==> config.mk <==
export PLATFORM = sky130hd
export DESIGN_NAME = tagrand_top
export DESIGN_NICKNAME = d
export VERILOG_FILES = /design/src/rtl/tagrand_pkg.sv /design/src/rtl/tagrand_lfsr.sv /design/src/rtl/tagrand_state.sv /design/src/rtl/tagrand_insert.sv /design/src/rtl/tagrand_top.sv
export SDC_FILE = /design/constraint.sdc
export NUM_CORES = 1
export LEC_CHECK = 0
export ABC_AREA = 0
export BUFFER_PORTS_ARGS = -buffer_cell sky130_fd_sc_hd__buf_2
export CAP_MARGIN = 5
export CORE_MARGIN = 3
export CORE_UTILIZATION = 50
export CTS_CLUSTER_DIAMETER = 30
export CTS_CLUSTER_SIZE = 16
export DETAILED_ROUTE_END_ITERATION = 8
export PLACE_DENSITY = 0.79
export SETUP_SLACK_MARGIN = 0.5
export SLEW_MARGIN = 20
export SYNTH_ARGS = -nofsm -noshare
export SYNTH_HDL_FRONTEND = slang
export SYNTH_HIERARCHICAL = 1
export SYNTH_SLANG_ARGS = --single-unit
==> constraint.sdc <==
create_clock -name clk -period 7.3 [get_ports clk]
set_input_delay 1.46 -clock clk [delete_from_list [all_inputs] [get_ports clk]]
set_output_delay 1.46 -clock clk [all_outputs]
set_load 0.02 [all_outputs]
==> src/rtl/tagrand_pkg.sv <==
package tagrand_pkg;
    typedef enum logic [1:0] {
        S_IDLE   = 2'd0,
        S_SETTLE = 2'd1,
        S_STEP   = 2'd2,
        S_DONE   = 2'd3
    } fsm_t;
endpackage

==> src/rtl/tagrand_lfsr.sv <==
// Advances the seed STEPS times in one cycle and collects the feedback bits.
module tagrand_lfsr #(
    parameter int SEED_W = 16,
    parameter int STEPS  = 4,
    parameter int TAP_A  = 5,
    parameter int TAP_B  = 3,
    parameter int TAP_C  = 2,
    parameter int TAP_D  = 0
) (
    input  logic [SEED_W-1:0] seed_i,
    output logic [SEED_W-1:0] seed_o,
    output logic [STEPS-1:0]  offset_o
);
    logic [SEED_W-1:0] chain [0:STEPS];

    assign chain[0] = seed_i;

    for (genvar g = 0; g < STEPS; g++) begin : g_step
        assign offset_o[g] = chain[g][TAP_A] ^ chain[g][TAP_B]
                           ^ chain[g][TAP_C] ^ chain[g][TAP_D];
        assign chain[g+1]  = {offset_o[g], chain[g][SEED_W-1:1]};
    end

    assign seed_o = chain[STEPS];
endmodule

==> src/rtl/tagrand_state.sv <==
// Holds the start tag and the seed.
module tagrand_state #(
    parameter int TAG_W  = 4,
    parameter int SEED_W = 16
) (
    input  logic              clk,
    input  logic              rst_n,
    input  logic              wr_en,
    input  logic [TAG_W-1:0]  wr_tag,
    input  logic [SEED_W-1:0] wr_seed,
    output logic [TAG_W-1:0]  tag_q,
    output logic [SEED_W-1:0] seed_q
);
    always_ff @(posedge clk or negedge rst_n) begin
        if (!rst_n) begin
            tag_q  <= '0;
            seed_q <= '0;
        end else if (wr_en) begin
            tag_q  <= wr_tag;
            seed_q <= wr_seed;
        end
    end
endmodule

==> src/rtl/tagrand_insert.sv <==
// Deposits the biased tag into the pointer's tag field.
module tagrand_insert #(
    parameter int PTR_W    = 64,
    parameter int TAG_W    = 4,
    parameter int TAG_LSB  = 56,
    parameter int BIAS_BIT = 55
) (
    input  logic [PTR_W-1:0] ptr_i,
    input  logic [TAG_W-1:0] tag_i,
    output logic [PTR_W-1:0] ptr_o
);
    always_comb begin
        ptr_o = ptr_i;
        ptr_o[TAG_LSB +: TAG_W] = tag_i - TAG_W'(ptr_i[BIAS_BIT]);
    end
endmodule

==> src/rtl/tagrand_top.sv <==
module tagrand_top
    import tagrand_pkg::*;
#(
    parameter int PTR_W    = 64,
    parameter int TAG_W    = 4,
    parameter int SEED_W   = 16,
    parameter int SEED_LSB = 8,
    parameter int TAG_LSB  = 56,
    parameter int BIAS_BIT = 55,
    parameter int STEPS    = 4,
    localparam int NTAGS   = 1 << TAG_W,
    localparam int ST_W    = SEED_LSB + SEED_W
) (
    input  logic             clk,
    input  logic             rst_n,
    input  logic             req_valid,
    input  logic [PTR_W-1:0] req_ptr,
    input  logic [NTAGS-1:0] req_mask,
    input  logic [NTAGS-1:0] cfg_mask,
    input  logic             tag_en,
    input  logic             st_wr_en,
    input  logic [ST_W-1:0]  st_wr_data,
    output logic             busy,
    output logic             done,
    output logic [PTR_W-1:0] res_ptr,
    output logic [ST_W-1:0]  st_q
);
    localparam int GAP_W = SEED_LSB - TAG_W;

    fsm_t              cs, ns;
    logic [PTR_W-1:0]  ptr_q;
    logic [NTAGS-1:0]  excl_q;
    logic              en_q;
    logic [TAG_W-1:0]  cur_q;
    logic [TAG_W-1:0]  cur_inc;
    logic [STEPS-1:0]  cnt_q;
    logic [SEED_W-1:0] seed_nx_q;
    logic [TAG_W-1:0]  res_tag_q;

    logic [NTAGS-1:0]  excl_in;
    logic              accept;
    logic              commit;
    logic [TAG_W-1:0]  fin_tag;
    logic [SEED_W-1:0] commit_seed;

    logic [TAG_W-1:0]  start_tag;
    logic [SEED_W-1:0] seed_cur;
    logic [SEED_W-1:0] seed_adv;
    logic [STEPS-1:0]  offset;

    logic              sw_wr;
    logic              st_we;
    logic [TAG_W-1:0]  st_wtag;
    logic [SEED_W-1:0] st_wseed;

    tagrand_lfsr #(.SEED_W(SEED_W), .STEPS(STEPS)) u_lfsr (
        .seed_i   (seed_cur),
        .seed_o   (seed_adv),
        .offset_o (offset)
    );

    tagrand_state #(.TAG_W(TAG_W), .SEED_W(SEED_W)) u_state (
        .clk     (clk),
        .rst_n   (rst_n),
        .wr_en   (st_we),
        .wr_tag  (st_wtag),
        .wr_seed (st_wseed),
        .tag_q   (start_tag),
        .seed_q  (seed_cur)
    );

    tagrand_insert #(
        .PTR_W(PTR_W), .TAG_W(TAG_W), .TAG_LSB(TAG_LSB), .BIAS_BIT(BIAS_BIT)
    ) u_insert (
        .ptr_i (ptr_q),
        .tag_i (res_tag_q),
        .ptr_o (res_ptr)
    );

    assign excl_in = req_mask | cfg_mask;
    assign cur_inc = cur_q + TAG_W'(1);
    assign sw_wr   = (cs == S_IDLE) && st_wr_en;
    assign accept  = (cs == S_IDLE) && req_valid && !st_wr_en;

    // Next state and commit decision
    always_comb begin
        ns      = cs;
        commit  = 1'b0;
        fin_tag = cur_q;
        unique case (cs)
            S_IDLE: begin
                if (accept) begin
                    if (!tag_en) begin
                        ns = S_DONE;
                    end else if (&excl_in) begin
                        ns      = S_DONE;
                        commit  = 1'b1;
                        fin_tag = '0;
                    end else if (offset == '0) begin
                        ns = S_SETTLE;
                    end else begin
                        ns = S_STEP;
                    end
                end
            end
            S_SETTLE: begin
                if (!excl_q[cur_q]) begin
                    ns      = S_DONE;
                    commit  = 1'b1;
                    fin_tag = cur_q;
                end
            end
            S_STEP: begin
                if (!excl_q[cur_inc] && cnt_q == STEPS'(1)) begin
                    ns      = S_DONE;
                    commit  = 1'b1;
                    fin_tag = cur_inc;
                end
            end
            S_DONE: ns = S_IDLE;
            default: ns = S_IDLE;
        endcase
    end

    assign commit_seed = (cs == S_IDLE) ? seed_adv : seed_nx_q;
    assign st_we       = commit | sw_wr;
    assign st_wtag     = commit ? fin_tag : st_wr_data[TAG_W-1:0];
    assign st_wseed    = commit ? commit_seed : st_wr_data[SEED_LSB +: SEED_W];

    // State register and walk datapath
    always_ff @(posedge clk or negedge rst_n) begin
        if (!rst_n) begin
            cs        <= S_IDLE;
            ptr_q     <= '0;
            excl_q    <= '0;
            en_q      <= 1'b0;
            cur_q     <= '0;
            cnt_q     <= '0;
            seed_nx_q <= '0;
            res_tag_q <= '0;
        end else begin
            cs <= ns;
            if (accept) begin
                ptr_q     <= req_ptr;
                excl_q    <= excl_in;
                en_q      <= tag_en;
                cur_q     <= start_tag;
                cnt_q     <= offset;
                seed_nx_q <= seed_adv;
            end
            if (cs == S_SETTLE && excl_q[cur_q]) begin
                cur_q <= cur_inc;
            end
            if (cs == S_STEP) begin
                cur_q <= cur_inc;
                if (!excl_q[cur_inc]) begin
                    cnt_q <= cnt_q - STEPS'(1);
                end
            end
            if (ns == S_DONE && cs != S_DONE) begin
                res_tag_q <= commit ? fin_tag : '0;
            end
        end
    end

    // Outputs
    always_comb begin
        busy = (cs != S_IDLE);
        done = (cs == S_DONE);
        st_q = {seed_cur, GAP_W'(0), start_tag};
    end
endmodule

==> results of run 1 <==
-- worst max-delay path, delay by kind of cell (launching register included) --
family | cells | cell delay, ps
muxes | 4 | 1190
adders and majority gates | 1 | 530
DFF | 1 | 520
and+or+nand+nor | 3 | 490
buffers and inverters | 2 | 620
-- cell type report --
class | instances | area share, %
tap | 172 | 2.81
multi-input combinational | 465 | 34.0
clock inverter | 6 | 1.08
clock buffer | 25 | 6.47
sequential | 126 | 41.2
timing repair buffer | 209 | 13.9
inverter | 11 | 0.539
-- layer usage --
layer,GRT usage (%),up-vias,share of wire [%]
met5,0,-,0.088
met4,7.51,2,1.1
met3,7.11,18,7.8
met2,33.4,187,48
met1,26.7,2336,43
li1,-,2458,-
-- power by group --
| part | total, mW | switching, mW | internal (mW) |
|---|---|---|---|
| logic | 1.72 | 1.01 | 0.714 |
| clock network | 0.822 | 0.287 | 0.535 |
| registers | 1.30 | 0.271 | 1.03 |
| total | 3.85 | 1.57 | 2.28 |
-- registers in the layout (all words and copies together) (netlist names) --
| name | cells |
|---|---|
| ptr_q | 60 |
| excl_q | 16 |
| seed_nx_q | 16 |
| u_state/seed_q | 16 |
| cnt_q | 4 |
| cur_q | 4 |
| res_tag_q | 4 |
| u_state/tag_q | 4 |
| cs | 2 |
-- worst paths after layout --
path | start | to | slack, ps | depth (start not counted)
hold reg to reg | ptr_q[26]$_DFFE_PN0N_ | ptr_q[26]$_DFFE_PN0N_ | 460 | 2
setup / recovery | cur_q[0]$_DFFE_PN0P_ | u_state/seed_q[0]$_DFFE_PN0P_ | 3780 | 10
min in group asynchronous | rst_n | ptr_q[2]$_DFFE_PN0N_ | 1080 | 1
hold / removal | ptr_q[26]$_DFFE_PN0N_ | ptr_q[26]$_DFFE_PN0N_ | 460 | 2
setup reg to reg | cur_q[0]$_DFFE_PN0P_ | u_state/seed_q[0]$_DFFE_PN0P_ | 3780 | 10
max in group asynchronous | rst_n | u_state/tag_q[3]$_DFFE_PN0P_ | 4850 | 2
-- metrics by stage --
| step | instances | setup slack [ps] |
|---|---|---|
| 6_report | 1014 | 3780 |
| 5_1_grt | 1014 | 3650 |
| 4_1_cts | 1014 | 3820 |
| 3_5_place_dp | 983 | 3580 |
| 3_3_place_gp | 983 | 3590 |
| 2_1_floorplan | 719 | 3850 |
-- placed cells by master (no fill, tap or decap), types with 4 or more instances in the layout --
cell type and n:
sky130_fd_sc_hd__a211oi_1 4, sky130_fd_sc_hd__a21oi_1 20, sky130_fd_sc_hd__buf_2 201, sky130_fd_sc_hd__buf_4 8, sky130_fd_sc_hd__clkbuf_1 4, sky130_fd_sc_hd__clkbuf_16 17
sky130_fd_sc_hd__clkbuf_8 4, sky130_fd_sc_hd__conb_1 4, sky130_fd_sc_hd__dfrtp_1 126, sky130_fd_sc_hd__ha_1 5, sky130_fd_sc_hd__inv_1 11, sky130_fd_sc_hd__mux2_4 20
sky130_fd_sc_hd__mux2i_1 21, sky130_fd_sc_hd__mux4_2 8, sky130_fd_sc_hd__nand2_1 263, sky130_fd_sc_hd__nor2_1 39, sky130_fd_sc_hd__nor3_1 4, sky130_fd_sc_hd__nor4_1 5
sky130_fd_sc_hd__o21ai_0 5, sky130_fd_sc_hd__o21ai_1 16, sky130_fd_sc_hd__xnor2_1 9
==> results.md, run 1 <==
Run status:
- The flow ran to the end, and the final reports show no timing, DRC or antenna violations.

Placed design:
- The placed instance area is 0.00708 sq mm.
- The placer congestion estimate is 0.817.
- The detailed-placement wirelength estimate is between 10000 and 15000 microns.
- The count of input and output buffers is between 200 and 250.

Timing:
- Derived from the worst setup path, the maximum achievable clock frequency is around 280 MHz.
- The worst pin sits at a relative slew slack of 39.8%.
- For the pin with the worst max-slew slack, the measured transition is 903 ps.
- Across all hold checks on the routed design, the worst slack comes to between 400 and 500 ps.
- Dividing the final minimum period by the clock period gives 48.2%.
- Setup violations remaining at the end of the flow were counted as 0.
- The setup skew after layout is between 20 and 25 ps.
- The worst path in the final design needs a cycle of around 3500 ps, including I/O delays and setup.
- The count of final hold-check violations came to 0.
- Setup repair after global routing left no endpoint under its margin.
- The max-slew violation total from the final report was 0.
- The accumulated negative setup slack is 0 ps.

Detailed routing:
- The first-pass detailed-route iteration total is 4.
- In the final routed layout, each cell accounts on average for roughly 15 microns.
- The DRC marker count from the first detailed-route iteration is 302.
- The remaining number of nets flagged by the antenna check after routing is 0.
- The detailed-route vias per instance is between 4 and 5.
- Detailed routing inserted a total of 5001 vias.
- For this run, design rule violations remaining after detail routing come to 0.
- The routed wire length is 14700 microns.

Global routing:
- The total track usage is 21.0%.
- The first global-routing pass estimated 23900 microns of wire.
- The total congestion overflow after global routing is 0.
- Entering global routing, the biggest net connects 73 pins.
- The number of global-route vias before repair is around 4900.
- The number of antenna violations at the first check in global routing came to 1.

Finish:
- The footprint of the multi-input gates is 0.00261 sq mm.
- The number of fill cells is 1114.
- The layout cell share with drive strength beyond 1 is 32.5%.
- Once layout is complete, the utilization of the core stands at ~60%.
- The repair_antennas step left the layout with diodes totalling 0.
- The cell area after layout is 0.00766 sq mm.
- The area used by sequential logic in the layout is 0.00315 sq mm.
- At the end of the flow, the number of nets in the layout was 960.
- The layout overhead on the synthesized area is 16.8%.

Yosys:
- The mean cell area of the mapped netlist is 9.16 sq um.
- Synthesis produced around 720 cells.
- In this run the cell area of the synthesized design comes to 0.00656 sq mm.
- The Yosys step of the flow raised 6 warnings.

Power:
- The ratio of total power to cell area is about 500 mW/mm^2.
- The worst supply voltage drop on vdd is around 0.25 mV.
- The total power of the final layout is 3.85 mW.
- The standby leakage power is 4.12 nW.

Setup path:
- The delay of the slowest cell on the worst path is ~530 ps.
- The data arrival time at the worst-slack endpoint is approximately 3800 ps.
- The maximum net fanout on the critical path is 38.
- Traced cell by cell, the critical path runs through ha_1 > mux4_2 > mux2_2 > mux2i_1 > and3_1 > nor3_2 > buf_4 > nand2_1 > buf_4 > mux2_4.
- Counting stages on the worst path, the most repeated cell is sky130_fd_sc_hd__buf_4.
- The highest-delay cell along the critical path is sky130_fd_sc_hd__ha_1.
- The critical path in this run is classified as reg2reg.
- The critical path capture point type is a register.
- The nature of the critical path startpoint is a register.
- The required time at the worst-slack endpoint is 7590 ps.

Clock network:
- The number of buffers added to fix hold violations after cts is 0.
- The H-tree generated during clock tree synthesis spans 4 levels.
- The clock tree buffer depth is 2.
- Counting the buffers created by CTS gives 17.
- The source-to-sink clock delay at the later pin of the worst-skew pair is 420 ps.
- The master cell of the clock root buffer is sky130_fd_sc_hd__clkbuf_16.
- The number of gates resized after CTS is 0.
- The clock net sink count is 126.
- The CTS tree is yes.
- Clock-pin slew was measured on the worst setup and hold paths at 60 ps.
- The number of buffers inserted to repair setup after CTS is 0.

Floorplan:
- The area of the die is 0.0145 sq mm.
- The die extent in y is 121 microns.
- For this design the top-level I/O count stands at 215.
- The effective utilization at floorplan is 51.6%.
- Measured along the x axis, the die boundary spans between 100 and 150 microns.
- The core region is 0.0127 sq mm.
- Row generation in the floorplan step produced 41 rows.

Job:
- Max-cap violations in this run came to 0.

Hold path:
- The path type of the worst min-delay path is reg2reg.
(Power assumes the default switching activity.)
==> run 2: changes to the inputs <==
CORE_UTILIZATION = 47   (was 50)
PLACE_DENSITY = 0.78   (was 0.79)
clock period = 3.1 ns   (was 7.3 ns; I/O delays follow)
==> results.md, run 2 (same netlist as run 1, synthesis figures left out) <==
Detailed routing:
- The residual DRC count is 0.
- The routed wire length is between 10000 and 15000 microns.
- The remaining number of nets flagged by the antenna check after routing is 0.
- The total via count after detailed routing is 5069.
- After the first detailed-routing iteration, the DRC count stood at 258.
- The detailed-route vias per instance is 4.93.
- The first detailed-routing pass ran for 4 iterations.
- The average wire per cell in the routed design is 14.5 microns.

Finish:
- The library cell used most frequently in the layout, excluding fill and tap cells, is sky130_fd_sc_hd__nand2_1.
- The most flop-heavy register is ptr_q.
- In the final layout, the multi-input gates occupy 0.00270 sq mm.
- The layout overhead on the synthesized area is 19.7%.
- Of the cells placed in the final design, the portion with a size suffix greater than 1 is approximately a third.
- The flip-flop count of the largest register after layout is 60.
- The filler cells instantiated in the layout total 1189.
- After the last flow step, the layout net total stands at 970.
- The final core utilization is roughly three fifths.
- Across the whole layout, storage elements account for roughly 0.0032 sq mm.
- Leaving out fill and tap cells, the most frequent cells in the layout are 261 x sky130_fd_sc_hd__nand2_1, 201 x sky130_fd_sc_hd__buf_2, 125 x sky130_fd_sc_hd__dfrtp_1, 39 x sky130_fd_sc_hd__nor2_1, 21 x sky130_fd_sc_hd__mux2_4.

Power:
- IR analysis of the VDD net gives a maximum drop of 0.638 mV.
- For this design the ratio of total power to cell area is 1170 mW/mm^2.
- Summed over all cells, the static leakage comes to 4.19 nW.

Job:
- Across the run, the number of max-cap violations was 0.

Clock network:
- The master cell of the clock root buffer is sky130_fd_sc_hd__clkbuf_16.
- After clock tree synthesis, the clock-pin slew on the worst setup and hold paths is 50 ps.
- TritonCTS created 17 clock buffers.
- The number of buffers added to fix hold violations after cts is 0.
- The H-tree generated during clock tree synthesis spans 4 levels.
- TritonCTS built the clock tree.
- Counting along the longest clock path gives a buffer depth of 2.
- For the worst-skew pair, the clock arrives at the later sink with an insertion delay of 410 ps.
- The clock net sink count is around 130.

Timing:
- The setup skew after layout is 9.30 ps.
- The accumulated negative setup slack is 0 ps.
- For the pin with the worst max-slew slack, the measured transition is about 660 ps.
- Setup repair after global routing could not meet its margin everywhere.
- The time the worst path needs with I/O delays and setup is about 2600 ps.
- The worst pin sits at a relative slew slack of 56.3%.
- The count of final hold-check violations is 0.
- The final critical path takes up 84.8% of the cycle.
- The max-slew violation total from the final report is 0.
- The top achievable clock speed is 380 MHz.
- Setup violations remaining at the end of the flow were counted as 0.

Setup path:
- The worst setup path is launched from a register.
- Tracing the worst setup path back leads to its startpoint at cur_q[0]$_DFFE_PN0P_.
- The required time at the worst-slack endpoint is 3390 ps.
- The critical path is of the reg2reg type.
- For flop-to-flop paths, the worst setup slack is 470 ps.
- The maximum net fanout on the critical path is 6.
- In this run the critical register-to-register path is captured at u_state/tag_q[3]$_DFFE_PN0P_.
- The critical path capture point type is a register.
- Data arrives at the worst endpoint at 2920 ps.
- In this run the critical register-to-register path is launched from cur_q[0]$_DFFE_PN0P_.
- The worst-case reg-to-reg path depth is 8.

Hold path:
- The worst hold path belongs to the class in2async.

Placed design:
- Detailed placement ended at an HPWL of 10300 microns.
- The congestion estimate from routability-driven global placement came to a little over 0.8.
- The count of input and output buffers is 202.

Floorplan:
- The number of rows in the core area is 42.
- The area of the die is 0.0154 sq mm.
- For this configuration, the core starts out at a cell density of between 40% and 50%.
- The die extent in y is about 120 microns.
- The chip width is 124 microns.
- The total area inside the core boundary comes to 0.0135 sq mm.
- 215 I/O pins were placed.

Global routing:
- Entering global routing, the biggest net connects 120 pins.
- Summed over all layers, the global routing overflow is 0.
- The total track usage is about a fifth.
- The number of global-route vias before repair is between 4000 and 5000.
- The wire length of the first global-routing pass is 23200 microns.
- The number of antenna violations at the first check in global routing is 1.

Run status:
- The run finished with clean final reports.
==> run 2: changes by cell type in the layout (fill, tap and decap cells not counted), sizes merged <==
cell    change
bufinv      -1
diode       +1
clkinv      +2
clkbuf      -1
buf        +10
==> run 2: what timing repair did <==
action                                  4_1_cts  5_1_grt
buffers inserted                              5        2
resized for setup                             9        5
endpoints found under the setup margin       24       22
endpoints found under the hold margin         0        0
pin swaps                                     2        4
==> run 2: worst max-delay path by stage <==
stage,to,slack (ps),cells after the start
CTS,u_state/tag_q[3]$_DFFE_PN0P_,510,8
floorplan,u_state/seed_q[0]$_DFFE_PN0P_,400,12
finish,u_state/tag_q[3]$_DFFE_PN0P_,470,8
global route,u_state/seed_q[11]$_DFFE_PN0P_,430,10
detailed placement,u_state/seed_q[0]$_DFFE_PN0P_,200,8
global placement,u_state/seed_q[1]$_DFFE_PN0P_,250,8
==> run 2: critical path, stage by stage (launching register included) <==
cell and delay, ps:
sky130_fd_sc_hd__dfrtp_2 470, sky130_fd_sc_hd__ha_4 290, sky130_fd_sc_hd__mux4_2 230, sky130_fd_sc_hd__mux2_4 180, sky130_fd_sc_hd__mux2i_4 70, sky130_fd_sc_hd__and3_4 170, sky130_fd_sc_hd__nor3_4 480, sky130_fd_sc_hd__mux2_1 370
sky130_fd_sc_hd__mux2_4 260
==> run 2: routing by layer <==
layer	track usage, %	up-vias	wire length, microns
li1	-	2479	-
met1	26.4	2370	6590
met2	29.9	190	6960
met3	5.36	30	1090
met4	7.67	0	284
met5	0	-	0
==> run 2: area by class of cell <==
cell class | instances | share of cell area, %
multi-input combinational | 465 | 34.4
clock inverter | 7 | 0.797
timing repair buffer | 219 | 15.2
clock buffer | 24 | 6.14
antenna | 1 | 0.0319
sequential | 126 | 40.2
tap | 176 | 2.81
inverter | 11 | 0.526
==> run 2: power breakdown <==
group          switching [mW]  internal (mW)  leakage [nW]
combinational            2.49           1.84          2.40
sequential              0.625           2.43          1.52
clock                   0.652           1.15         0.270
total                    3.77           5.43          4.19
==> run 2: stage by stage <==
step	total power, mW	instance area (sq um)	instances	setup slack, ps	hold WS, ps
5_1_grt	9.85	7850	1029	427	129
3_3_place_gp	7.10	7170	990	251	452
2_1_floorplan	6.74	6630	719	397	324
3_5_place_dp	7.22	7170	990	198	457
6_report	9.19	7850	1029	471	120
4_1_cts	9.21	7800	1026	505	115
==> run 3: changes to the inputs <==
ABC_AREA = 1   (was 0)
CORE_UTILIZATION = 50   (was 47)
clock period = 2.7 ns   (was 3.1 ns; I/O delays follow)
==> results.md, run 3 <==
Floorplan:
- After floorplanning, the core was divided into 42 placement rows.
- The die covers roughly 0.016 sq mm.
- From left edge to right edge, the die measures 125 microns.
- The core footprint is 0.0135 sq mm.
- The initial utilization of the core area, before any placement, comes to 52.3%.
- In this run the count of I/O pins placed on the die edge is 215.
- The die extent in y is 125 microns.

Timing:
- Summed over all failing endpoints, the final setup total negative slack is 0 ps.
- The max-slew violation total from the final report is 0.
- The transition time of the tightest slew-check pin is 535 ps.
- The count of final hold-check violations is 0.
- Setup repair after global routing could not meet its margin everywhere.
- The setup skew after layout is 5.47 ps.
- Setup violations remaining at the end of the flow were counted as 0.
- The top achievable clock speed is approximately 450 MHz.
- The final critical path takes up roughly 83% of the cycle.
- The time the worst path needs with I/O delays and setup is 2240 ps.
- The worst slew slack as a fraction of its limit is 64.3%.

Setup path:
- The maximum net fanout on the critical path is 6.
- The data arrival time at the worst-slack endpoint is between 2000 and 3000 ps.
- The signal on the critical path passes through ha_4 > inv_4 > nand2_1 > nand3_1 > nand3_2 > nand2_4 > nor2_4 > nand2_4 > o211ai_1 > buf_6 > clkbuf_16 > nand2_2 > nand2_1.
- The slowest stage of the critical path belongs to the cell sky130_fd_sc_hd__dfrtp_2.
- The required time at the worst-slack endpoint is 3060 ps.
- STA classifies the critical path endpoint as a register.
- STA classifies the critical path startpoint as a register.
- The kind of critical path is reg2reg.
- For this run, the slowest stage of the critical path takes 460 ps.

Clock network:
- The number of H-tree levels is 4.
- The clock drives 126 sinks.
- Clock tree synthesis selected as its root buffer the cell sky130_fd_sc_hd__clkbuf_16.
- The CTS clock-pin slew for the worst setup and hold paths is 60 ps.
- TritonCTS built the clock tree.
- Buffers inserted during clock tree synthesis total 17.
- The source-to-sink clock delay at the later pin of the worst-skew pair is between 400 and 500 ps.
- The clock tree buffer depth is 2.

Placed design:
- The detailed-placement wirelength estimate is between 10000 and 15000 microns.
- The count of input and output buffers is roughly 200.
- At the end of routability-driven placement, the weighted congestion stood at 0.872.
- After detailed placement, the total cell area comes to 0.00763 sq mm.

Detailed routing:
- In the final routed layout, each cell accounts on average for between 10 and 15 microns.
- The residual DRC count is 0.
- Before antenna repair, the detailed router went through 5 iterations.
- The routed wire length is 18100 microns.
- The remaining number of nets flagged by the antenna check after routing is 0.
- After the first detailed-routing iteration, the DRC count stood at 452.
- After detailed routing, the number of vias per cell comes to 4.92.
- The total via count after detailed routing is 6363.

Finish:
- The most flop-heavy register is ptr_q.
- The top cell types in the final layout, fill and taps aside, are 453 x sky130_fd_sc_hd__nand2_1, 200 x sky130_fd_sc_hd__buf_2, 124 x sky130_fd_sc_hd__dfrtp_1, 82 x sky130_fd_sc_hd__inv_1, 57 x sky130_fd_sc_hd__o21ai_0.
- From synthesis to final layout, the design area changed by 22.0%.
- Summing all multi-input logic gate instances after layout gives about 0.0029 sq mm.
- The register with the most flip-flops in the layout has 60 of them.
- Leaving out fill and tap cells, the most frequent cell in the layout is sky130_fd_sc_hd__nand2_1.
- The cell area after layout is 0.00861 sq mm.
- In the final layout, the share of cells above drive strength 1 is ~28%.
- The area used by sequential logic in the layout is 0.00316 sq mm.
- The number of diodes is 0.
- The number of fill cells is 1168.
- The final layout net count is 1233.

Yosys:
- A synthesized cell averages ~7.3 sq um.
- The cell count after synthesis came out at 967.
- The cell area that synthesis handed to floorplanning was 0.00706 sq mm.
- The count of warnings emitted by yosys is 6.

Global routing:
- The number of antenna violations at the first check in global routing is 0.
- The first global-routing pass estimated 28100 microns of wire.
- Global routing used 22.0% of the available tracks.
- The pin count of the biggest net entering global routing is 106.
- For this run the aggregate overflow at the end of global routing stands at 0.
- The number of global-route vias before repair is between 5000 and 6000.

Power:
- For this design the static power due to leakage is 4.94 nW.
- IR analysis of the VDD net gives a maximum drop of 0.658 mV.
- The total power of the final layout is 11.7 mW.
- In this run the power density over the cells is 1360 mW/mm^2.

Job:
- The number of violations of the max-capacitance limit is 0.

Hold path:
- The worst hold path belongs to the class in2reg.

Run status:
- The flow ran to the end, and the final reports show no timing, DRC or antenna violations.
[run 3: cell types whose count changed in the layout (fill, tap and decap cells not counted), moves of 16 or more]
cell	before	now
sky130_fd_sc_hd__nand2_1	261	453
sky130_fd_sc_hd__inv_1	11	82
sky130_fd_sc_hd__o21ai_0	4	57
sky130_fd_sc_hd__nand3_1	3	44
sky130_fd_sc_hd__nor2_1	39	11
sky130_fd_sc_hd__mux2_4	21	0
sky130_fd_sc_hd__mux2i_1	20	0
sky130_fd_sc_hd__a21oi_1	20	1
sky130_fd_sc_hd__o21ai_1	16	0
[run 3: layout make-up]
| class | count | area share, % |
|---|---|---|
| multi-input cells | 635 | 33.8 |
| repair buffers | 233 | 15.9 |
| clock inverters | 13 | 1.63 |
| well taps | 176 | 2.56 |
| flip-flops and latches | 126 | 36.6 |
| inverters | 88 | 4.13 |
| repair inverters | 2 | 0.232 |
| clock buffers | 19 | 5.14 |
[run 3: worst paths after layout]
path                                       startpoint  slack (ps)                              to  cells past startpoint
worst max-delay path             cur_q[0]$_DFFE_PN0P_         460  u_state/seed_q[11]$_DFFE_PN0P_                     13
worst min-delay path                      req_ptr[60]         320           ptr_q[60]$_DFFE_PN0N_                      3
worst max register to register   cur_q[0]$_DFFE_PN0P_         460  u_state/seed_q[11]$_DFFE_PN0P_                     13
worst min register to register  ptr_q[43]$_DFFE_PN0N_         460           ptr_q[43]$_DFFE_PN0N_                      2
max in group asynchronous                       rst_n        1520            cur_q[2]$_DFFE_PN0P_                      3
min in group asynchronous                       rst_n         500            ptr_q[6]$_DFFE_PN0N_                      2
[run 3: repair_timing]
item	CTS	global route
hold buffers	1	0
pin swaps	1	21
endpoints found under the hold margin	8	0
resized for setup	14	43
setup endpoints to repair	26	26
buffers inserted	1	11
gates cloned	2	3
[run 3: through the flow]
stage	util (%)	cells	worst slack [ps]	hold WS, ps
global placement	56.5	1242	332	388
detailed placement	56.5	1242	322	385
global route	63.8	1292	408	318
floorplan	-	970	584	244
CTS	61.5	1278	512	305
finish	63.8	1292	461	322
[run 3: per-layer routing]
metal  routed length (microns)  GRT usage [%]
met2                      8460           33.7
met1                      7700           30.4
met5                         0              0
met4                       364           8.04
met3                      1590           5.70
[run 3: power by group]
group / switching (mW) / leakage [nW] / internal [mW]
sequential: 0.635 / 1.56 / 2.80
clock: 0.849 / 0.287 / 1.39
combinational: 3.80 / 3.09 / 2.23
[run 3: critical path, delay by kind of cell, from the launching register on]
kind            cells  cell delay [ps]
flops               1              460
simple gates        8              710
fa+ha+maj           1              350
compound gates      1              200
buf+inv             3              450
